===== src/rtl/dds_pkg.sv =====
package dds_pkg;

  localparam int unsigned SMP_W    = 16;
  localparam int unsigned SCL_FRAC = 14;
  localparam longint      AMP      = 64'sd32767;
  localparam longint      ONE_Q30  = 64'sd1 <<< 30;
  localparam longint      HPI_Q30  = 64'sd1686629713;  // pi/2 in Q30

  typedef logic [SMP_W-1:0] smp_t;

  // Positive quarter-wave entry k of 2^qaw, sampled at bin centres (Taylor series, Q30)
  function automatic smp_t qtr_sine(input int unsigned k, input int unsigned qaw);
    longint x;
    longint x2;
    longint term;
    longint acc_s;
    x     = (HPI_Q30 * longint'(2 * k + 1)) / (64'sd1 <<< (qaw + 1));
    x2    = (x * x) / ONE_Q30;
    term  = x;
    acc_s = x;
    for (int n = 1; n <= 7; n++) begin
      term  = -((term * x2) / ONE_Q30) / longint'((2 * n) * (2 * n + 1));
      acc_s = acc_s + term;
    end
    return smp_t'((acc_s * AMP + (ONE_Q30 >>> 1)) / ONE_Q30);
  endfunction

endpackage


===== src/rtl/dds_phase_acc.sv =====
module dds_phase_acc #(
  parameter int unsigned PHASE_DW = 24,
  parameter int unsigned LUT_AW   = 10
) (
  input  logic                clk_i,
  input  logic                rst_ni,
  input  logic                off_i,
  input  logic                sync_i,
  input  logic [15:0]         incr_lo_i,
  input  logic [15:0]         incr_hi_i,
  input  logic [15:0]         init_lo_i,
  input  logic [15:0]         init_hi_i,
  output logic [PHASE_DW-1:0] acc_o,
  output logic [LUT_AW-1:0]   addr_o
);

  localparam int unsigned DROP = PHASE_DW - LUT_AW;

  logic [PHASE_DW-1:0] step_w;
  logic [PHASE_DW-1:0] start_w;

  // extension word supplies bits PHASE_DW-1:16; anything above is cut off
  assign step_w  = PHASE_DW'({incr_hi_i, incr_lo_i});
  assign start_w = PHASE_DW'({init_hi_i, init_lo_i});

  always_ff @(posedge clk_i or negedge rst_ni) begin
    if (!rst_ni) begin
      acc_o <= '0;
    end else if (off_i || sync_i) begin
      acc_o <= '0;
    end else begin
      acc_o <= acc_o + step_w;
    end
  end

  assign addr_o = LUT_AW'((acc_o + start_w) >> DROP);

endmodule


===== src/rtl/dds_sine_lut.sv =====
module dds_sine_lut #(
  parameter int unsigned LUT_AW = 10
) (
  input  logic                 clk_i,
  input  logic                 rst_ni,
  input  logic                 off_i,
  input  logic [LUT_AW-1:0]    addr_i,
  output logic [dds_pkg::SMP_W-1:0] sine_o
);

  localparam int unsigned SMP_W = dds_pkg::SMP_W;
  localparam int unsigned QAW   = LUT_AW - 2;
  localparam int unsigned QN    = 1 << QAW;

  logic [SMP_W-1:0] qtab [QN];
  logic [QAW-1:0]   qidx;
  logic [SMP_W-1:0] mag;

  for (genvar k = 0; k < QN; k++) begin : g_tab
    localparam logic [SMP_W-1:0] VAL = dds_pkg::qtr_sine(k, QAW);
    assign qtab[k] = VAL;
  end

  // quadrants 1 and 3 read the quarter backwards, quadrants 2 and 3 negate
  assign qidx = addr_i[QAW] ? ~addr_i[QAW-1:0] : addr_i[QAW-1:0];
  assign mag  = qtab[qidx];

  always_ff @(posedge clk_i or negedge rst_ni) begin
    if (!rst_ni) begin
      sine_o <= '0;
    end else if (off_i) begin
      sine_o <= '0;
    end else begin
      sine_o <= addr_i[LUT_AW-1] ? -mag : mag;
    end
  end

endmodule


===== src/rtl/dds_mix.sv =====
module dds_mix #(
  parameter int unsigned NT = 2
) (
  input  logic                               clk_i,
  input  logic                               rst_ni,
  input  logic                               off_i,
  input  logic [NT-1:0][dds_pkg::SMP_W-1:0]  sine_i,
  input  logic [NT-1:0][dds_pkg::SMP_W-1:0]  scale_i,
  output logic [dds_pkg::SMP_W-1:0]          sample_o
);

  localparam int unsigned SMP_W    = dds_pkg::SMP_W;
  localparam int unsigned SCL_FRAC = dds_pkg::SCL_FRAC;
  localparam int unsigned PROD_W   = 2 * SMP_W;
  localparam int unsigned SUM_W    = PROD_W - SCL_FRAC + $clog2(NT);
  localparam logic signed [SUM_W-1:0] MAX_S = SUM_W'((2 ** (SMP_W - 1)) - 1);
  localparam logic signed [SUM_W-1:0] MIN_S = ~MAX_S;

  logic signed [SUM_W-1:0] sum_c;
  logic [SMP_W-1:0]        sat_c;

  always_comb begin
    sum_c = '0;
    for (int t = 0; t < NT; t++) begin
      sum_c = sum_c + SUM_W'(($signed(PROD_W'($signed(sine_i[t]))) *
                              $signed(PROD_W'($signed(scale_i[t])))) >>> SCL_FRAC);
    end
  end

  always_comb begin
    if (sum_c > MAX_S) begin
      sat_c = MAX_S[SMP_W-1:0];
    end else if (sum_c < MIN_S) begin
      sat_c = MIN_S[SMP_W-1:0];
    end else begin
      sat_c = sum_c[SMP_W-1:0];
    end
  end

  always_ff @(posedge clk_i or negedge rst_ni) begin
    if (!rst_ni) begin
      sample_o <= '0;
    end else if (off_i) begin
      sample_o <= '0;
    end else begin
      sample_o <= sat_c;
    end
  end

endmodule


===== src/rtl/dual_tone_dds.sv =====
module dual_tone_dds #(
  parameter int unsigned PHASE_DW = 24,
  parameter int unsigned LUT_AW   = 10
) (
  input  logic        clk_i,
  input  logic        rst_ni,
  input  logic        dds_off_i,
  input  logic        sync_i,
  input  logic [15:0] t1_incr_lo_i,
  input  logic [15:0] t1_incr_hi_i,
  input  logic [15:0] t1_init_lo_i,
  input  logic [15:0] t1_init_hi_i,
  input  logic [15:0] t1_scale_i,
  input  logic [15:0] t2_incr_lo_i,
  input  logic [15:0] t2_incr_hi_i,
  input  logic [15:0] t2_init_lo_i,
  input  logic [15:0] t2_init_hi_i,
  input  logic [15:0] t2_scale_i,
  output logic [5:0]  phase_dw_o,
  output logic [15:0] sample_o
);

  localparam int unsigned NT    = 2;
  localparam int unsigned SMP_W = dds_pkg::SMP_W;

  logic [NT-1:0][15:0]         incr_lo;
  logic [NT-1:0][15:0]         incr_hi;
  logic [NT-1:0][15:0]         init_lo;
  logic [NT-1:0][15:0]         init_hi;
  logic [NT-1:0][SMP_W-1:0]    scale;
  logic [NT-1:0][PHASE_DW-1:0] phase_acc;
  logic [NT-1:0][LUT_AW-1:0]   lut_addr;
  logic [NT-1:0][SMP_W-1:0]    sine;

  assign incr_lo = {t2_incr_lo_i, t1_incr_lo_i};
  assign incr_hi = {t2_incr_hi_i, t1_incr_hi_i};
  assign init_lo = {t2_init_lo_i, t1_init_lo_i};
  assign init_hi = {t2_init_hi_i, t1_init_hi_i};
  assign scale   = {t2_scale_i,   t1_scale_i};

  for (genvar t = 0; t < NT; t++) begin : g_tone
    dds_phase_acc #(
      .PHASE_DW (PHASE_DW),
      .LUT_AW   (LUT_AW)
    ) u_acc (
      .clk_i     (clk_i),
      .rst_ni    (rst_ni),
      .off_i     (dds_off_i),
      .sync_i    (sync_i),
      .incr_lo_i (incr_lo[t]),
      .incr_hi_i (incr_hi[t]),
      .init_lo_i (init_lo[t]),
      .init_hi_i (init_hi[t]),
      .acc_o     (phase_acc[t]),
      .addr_o    (lut_addr[t])
    );

    dds_sine_lut #(
      .LUT_AW (LUT_AW)
    ) u_lut (
      .clk_i  (clk_i),
      .rst_ni (rst_ni),
      .off_i  (dds_off_i),
      .addr_i (lut_addr[t]),
      .sine_o (sine[t])
    );
  end

  dds_mix #(
    .NT (NT)
  ) u_mix (
    .clk_i    (clk_i),
    .rst_ni   (rst_ni),
    .off_i    (dds_off_i),
    .sine_i   (sine),
    .scale_i  (scale),
    .sample_o (sample_o)
  );

  assign phase_dw_o = 6'(PHASE_DW);

endmodule


===== config.mk =====
export PLATFORM = sky130hd
export DESIGN_NAME = dual_tone_dds
export DESIGN_NICKNAME = d
export VERILOG_FILES = /design/src/rtl/dds_pkg.sv /design/src/rtl/dds_phase_acc.sv /design/src/rtl/dds_sine_lut.sv /design/src/rtl/dds_mix.sv /design/src/rtl/dual_tone_dds.sv
export SDC_FILE = /design/constraint.sdc
export NUM_CORES = 2
export LEC_CHECK = 0
export BUFFER_PORTS_ARGS = -buffer_cell sky130_fd_sc_hd__buf_2
export CAP_MARGIN = 5
export CORE_MARGIN = 5
export CORE_UTILIZATION = 39
export DETAILED_ROUTE_END_ITERATION = 10
export MAX_ROUTING_LAYER = met4
export RECOVER_POWER = 50
export SYNTH_ARGS = -nofsm -noshare
export SYNTH_HDL_FRONTEND = slang
export SYNTH_SLANG_ARGS = --single-unit

===== constraint.sdc =====
create_clock -name clk_i -period 9.05 [get_ports clk_i]
set_input_delay 0.4525 -clock clk_i [delete_from_list [all_inputs] [get_ports clk_i]]
set_output_delay 0.4525 -clock clk_i [all_outputs]
set_load 0.01 [all_outputs]

**Word level (Yosys, flattened, before mapping)**

Memories as Yosys holds them, arrays and structs flattened.
Cells that the tools add are included.

- Output and inout bits: 22
- Bits in read-only memories: 8192
- Memories: 2
- Register bits after elaboration: 96

Memories:

| name | words | bits a word | read ports | clocked after Yosys merged registers in | wr ports | RTL line | text |
|---|---|---|---|---|---|---|---|
| (no name shown) | 256 | 16 | 1 | 0 | 0 | dds_sine_lut.sv:26 | `assign mag = qtab[qidx];` |
| (no name shown) | 256 | 16 | 1 | 0 | 0 | dds_sine_lut.sv:26 |  |

- Muxes and demuxes: 15
- Add/sub/neg operators: 7
- Reductions and logical operators: 1
- Multipliers: 2
- $lt $le $gt $ge: 4
- Bitwise gates (word level): 4

Operator list:

| kind | count |
|---|---|
| $mux 16 | 11 |
| $add 24x24->24 | 4 |
| $mul 16x16->32 | 2 |
| $mux 24 | 2 |
| $neg 16->16 | 2 |
| $add 18x18->19 | 1 |
| $gt 19x16->1 const B | 1 |
| $lt 19x16->1 const B | 1 |
| $ge 9x9->1 const B | 2 |
| $not 8->9 | 2 |
| $mux 8 | 2 |
| $not 8->8 | 2 |
| $logic_or 1x1->1 | 1 |

**Logic depth before layout (Yosys ltp)**

- Word-level depth: 10
- Depth in mapped cells: 39

**Hierarchy**

A second synthesis with hierarchy kept.

- Cell total of the unflattened synthesis: 5657
- Area, all modules: 43900.9 sq um

Modules (own cells, without submodules):

| module | cells an instance | area each (sq um) | times used |
|---|---|---|---|
| dds_mix | 2283 | 20693.6 | 1 |
| dds_sine_lut | 1332 | 8684.6 | 2 |
| dds_phase_acc | 351 | 2892.8 | 2 |
| dual_tone_dds | 8 | 52.6 | 1 |

**Worst setup path before layout**

No wires, ideal clock.

- Path type: input-to-reg
- Start point: input t1_scale_i[1]
- End point: register u_mix.sample_o[0] (netlist name)
- Stages on the path: 33
- Setup time: 65 ps
- Path buffers: 2
- Slack: 580 ps
- Data arrival time: 8405 ps
- Path through: clkbuf_1 -> nand2_1 -> fa_1 -> fa_1 -> fa_1 -> inv_1 -> fa_1 -> fa_1 -> inv_1 -> fa_1 -> inv_1 -> ha_1 -> or4_1 -> o311ai_0 -> o31ai_1 -> o21a_1 -> nor2_1 -> ha_1 -> a21o_1 -> a21oi_1 -> o21bai_1 -> a21oi_1 -> o21bai_1 -> a21oi_1 -> o21ai_0 -> o211ai_1 -> a211oi_1 -> nand3b_1 -> and3_1 -> o41a_1 -> nor2_1 -> clkbuf_1 -> o21a_1

- Longest elaborated chain between the ends: 6
- Elaborated cells on any way between the ends: 7

RTL lines:

| what | RTL line | text |
|---|---|---|
| start: declaration | dual_tone_dds.sv:13 | `input logic [15:0] t1_scale_i,` |
| $mul 16x16->32 (*) | dds_mix.sv:25 | `sum_c = sum_c + SUM_W'(($signed(PROD_W'($signed(sine_i[t]))) *` |
| $add 18x18->19 (*) | dds_mix.sv:25 |  |
| $lt 19x16->1 | dds_mix.sv:33 | `end else if (sum_c < MIN_S) begin` |
| $mux 16 | dds_mix.sv:33 |  |
| $mux 16 (*) | dds_mix.sv:31 | `if (sum_c > MAX_S) begin` |
| $mux 16 (*) | dds_mix.sv:43 | `end else if (off_i) begin` |
| end signal: assignment | dds_mix.sv:46 | `sample_o <= sat_c;` |
| end: declaration | dds_mix.sv:9 | `output logic [dds_pkg::SMP_W-1:0] sample_o` |

Every way passes the cells marked *; elsewhere a longest branch is shown, timed or not.

**Worst setup path in the final report**

- Start point: register g_tone[0].u_lut.sine_o[7] (netlist name)
- End point: register u_mix.sample_o[14] (netlist name)

- Longest elaborated chain between the ends: 6
- Elaborated cells on any way between the ends: 7

RTL lines:

| what | RTL line | text |
|---|---|---|
| start: declaration | dds_sine_lut.sv:8 | `output logic [dds_pkg::SMP_W-1:0] sine_o` |
| start signal: assignment | dds_sine_lut.sv:34 | `sine_o <= addr_i[LUT_AW-1] ? -mag : mag;` |
| $mul 16x16->32 (*) | dds_mix.sv:25 |  |
| $add 18x18->19 (*) | dds_mix.sv:25 |  |
| $lt 19x16->1 | dds_mix.sv:33 |  |
| $mux 16 | dds_mix.sv:33 |  |
| $mux 16 (*) | dds_mix.sv:31 |  |
| $mux 16 (*) | dds_mix.sv:43 |  |

Marked as above.

==> metrics.csv <==
metric;value;unit
status;complete, but fails checks;
violations;max-capacitance violations, max-slew violations;
clockBufferDepth;2;
ys_seq_area_share;6.13;%
syn_area;39200;um^2
instances_no_fill;6262;
clock.fmax;117;MHz
crit_type;flop to flop;
post_drt_wl_per_cell;25.4;um
reg2regPathDepth;31;
relSlewSlack;-140;%
grt_pass1_wl;242;mm
start_util;39.2;%
grt_max_degree;60;
wl;159;mm
ys_seq_elements;96;
grt_remaining_overflow;0;
yosysWarnings;0;
cp.arrival;8810;ps
synth_cell_types;127;
area_growth;8.12;%
period_share;94.1;%
io_pins;186;
cts_max_level;3;
cp-end-kind;flop;
drt-initial-drc-count;4237;
num-fill-cells;10200;
crit_path_start;g_tone[0].u_lut.sine_o[7];
crit_path_start_kind;flop;
clock_sinks;96;
dieArea;107000;um^2
fin_skew;20.2;ps
crit_required;9340;ps
synth_ff_type;dfrtp_1;
hold_viol_final;0;
grt_use_total;30.0;%
antenna_found_initial;17;
cts_root_buffer;clkbuf_16;
min_period;8520;ps
setup_viol_count_final;0;
cts_buffers;9;
dp_hpwl;125;mm
hold_ws;392;ps
reg2reg_to;u_mix.sample_o[14];
numPortBuffers;147;
cp_slowest_cell;fa_1;
drtAntennaViolNets;0;
async_flop_share;100;%
synth.avg_cell_area;8.09;um^2
worst_slew_pin_slew;3600;ps
min_path_type;primary input to flop;
path_clk_slew;80;ps
path_common_cell;fa_1;
firstDrtPassIters;8;
r2r-start;g_tone[0].u_lut.sine_o[7];
slew_violations;99;
cts_tree;done;
row_count;116;
r2r_slack;530;ps
clock_latency;400;ps
route.detailed.drc;0;
path_max_fanout;14;
core;99900;um^2
die_height;327;um
critical_path.endpoint;u_mix.sample_o[14];
fin_nets;5966;
drive_gt1_share;10.2;%
cpPeakStageDelay;560;ps
synth_cells;4841;
die_w;327;um
vias;38200;
synth_edf_count;0;
place_congestion;1.04;
dp_cells;6226;
viasPerCell;6.10;
drv_cap;2;
first_global_vias;38500;
==> state kept, by name, summed over array words and instances, names as in the netlist <==
register             flops
g_tone.u_acc.acc_o      48
g_tone.u_lut.sine_o     32
u_mix.sample_o          16
==> worst min path at each step <==
| stage | start | to | slack [ps] | cells after the start |
|---|---|---|---|---|
| floorplan | rst_ni | g_tone[0].u_acc.acc_o[0] | 160 | 0 |
| global placement | rst_ni | g_tone[1].u_acc.acc_o[9] | 510 | 1 |
| detailed placement | rst_ni | g_tone[1].u_acc.acc_o[9] | 510 | 1 |
| CTS | rst_ni | g_tone[1].u_acc.acc_o[9] | 60 | 1 |
| global route | t1_incr_lo_i[0] | g_tone[0].u_acc.acc_o[0] | 380 | 3 |
| finish | t1_incr_lo_i[0] | g_tone[0].u_acc.acc_o[0] | 390 | 3 |
==> per-layer routing <==
layer | GRT usage [%] | vias to the layer above | wire (um)
li1 | - | 17000 | -
met1 | 38.4 | 18700 | 65400
met2 | 46.4 | 2019 | 70500
met3 | 6.06 | 535 | 14100
met4 | 12.7 | 0 | 8950
met5 | - | - | 0
==> worst max-delay path: cells and delay by family (launching register included) <==
family	cells	cell delay (ps)
compound gates	13	2970
fa+ha+maj	8	3360
buf+inv	5	640
flops	1	450
simple gates	5	950
==> through the flow <==
| stage | worst slack, ps | utilization (%) | TNS (ps) | area, um^2 |
|---|---|---|---|---|
| 2_1_floorplan | 580 | - | 0 | 39200 |
| 3_3_place_gp | -27.4 | 42.1 | -27.4 | 42000 |
| 3_5_place_dp | -170 | 42.1 | -1490 | 42000 |
| 4_1_cts | 67.9 | 42.4 | 0 | 42300 |
| 5_1_grt | -4.75 | 42.4 | -4.75 | 42400 |
| 6_report | 533 | 42.4 | 0 | 42400 |
==> cell usage in the layout, fill, tap and decap left out, drive strengths merged, types with 33 or more instances in the layout <==
master and count:
and3 33, o21ai 203, buf 346, a21oi 210, o22ai 59, a31oi 60, and2 267, a211oi 76
mux2i 42, o221ai 33, nand3 102, ha 330, nor3 141, fa 531, o21a 44, xnor2 114
dfrtp 96, a21o 59, a22oi 39, nand2 478, inv 654, nor2 323, nor4 33, o211ai 51
==> final cells by class <==
cell class	instances	area (um^2)	area share (%)
well taps	1298	1620	3.83
multi-input cells	3814	33200	78.4
flip-flops and latches	96	2400	5.67
inverters	656	2460	5.81
repair buffers	364	2350	5.55
clock buffers	12	256	0.605
clock inverters	4	27.5	0.0650
diodes	18	45.0	0.106
==> synth_stat cells, drive strengths merged, types with 39 or more instances <==
cell type	instances	share of area (%)
o21a	44	0.84
and2	267	4.3
mux2i	42	1.1
a211oi	76	1.5
ha	330	11
o22ai	59	0.96
nand2	478	4.6
xnor2	114	2.7
a22oi	39	0.76
o211ai	51	1.1
inv	653	6.3
a21o	59	1.1
buf	115	1.8
nor3	141	1.8
fa	531	27
a31oi	60	0.97
nor2	323	3.2
o21ai	203	2.6
clkbuf	164	1.6
a21oi	210	2.7
nand3	102	1.3
dfrtp	96	6.1
==> kinds of logic (layout without fill, tap and decap cells) <==
kind of cell,count (synthesis),after routing,synth area share [%]
and+or+nand+nor,1537,1537,19.3
AOI/OAI and AO/OA,1209,1209,22.3
buffers and inverters,935,1036,9.67
adders and majority gates,864,864,37.7
xor gates and xnor gates,146,146,3.44
DFF,96,96,6.13
muxes,52,52,1.42
other,2,24,0.0192
==> timing repair <==
| action | CTS | global route |
|---|---|---|
| gates resized for setup | 1 | 7 |
| endpoints found under the setup margin | 15 | 15 |
| buffers inserted | 0 | 2 |
| pin swaps | 0 | 1 |
| hold buffers | 0 | 0 |
Power is left out: the tool's default activity adds up to more than one toggle a clock period on the data nets, which glitch-free logic cannot reach.
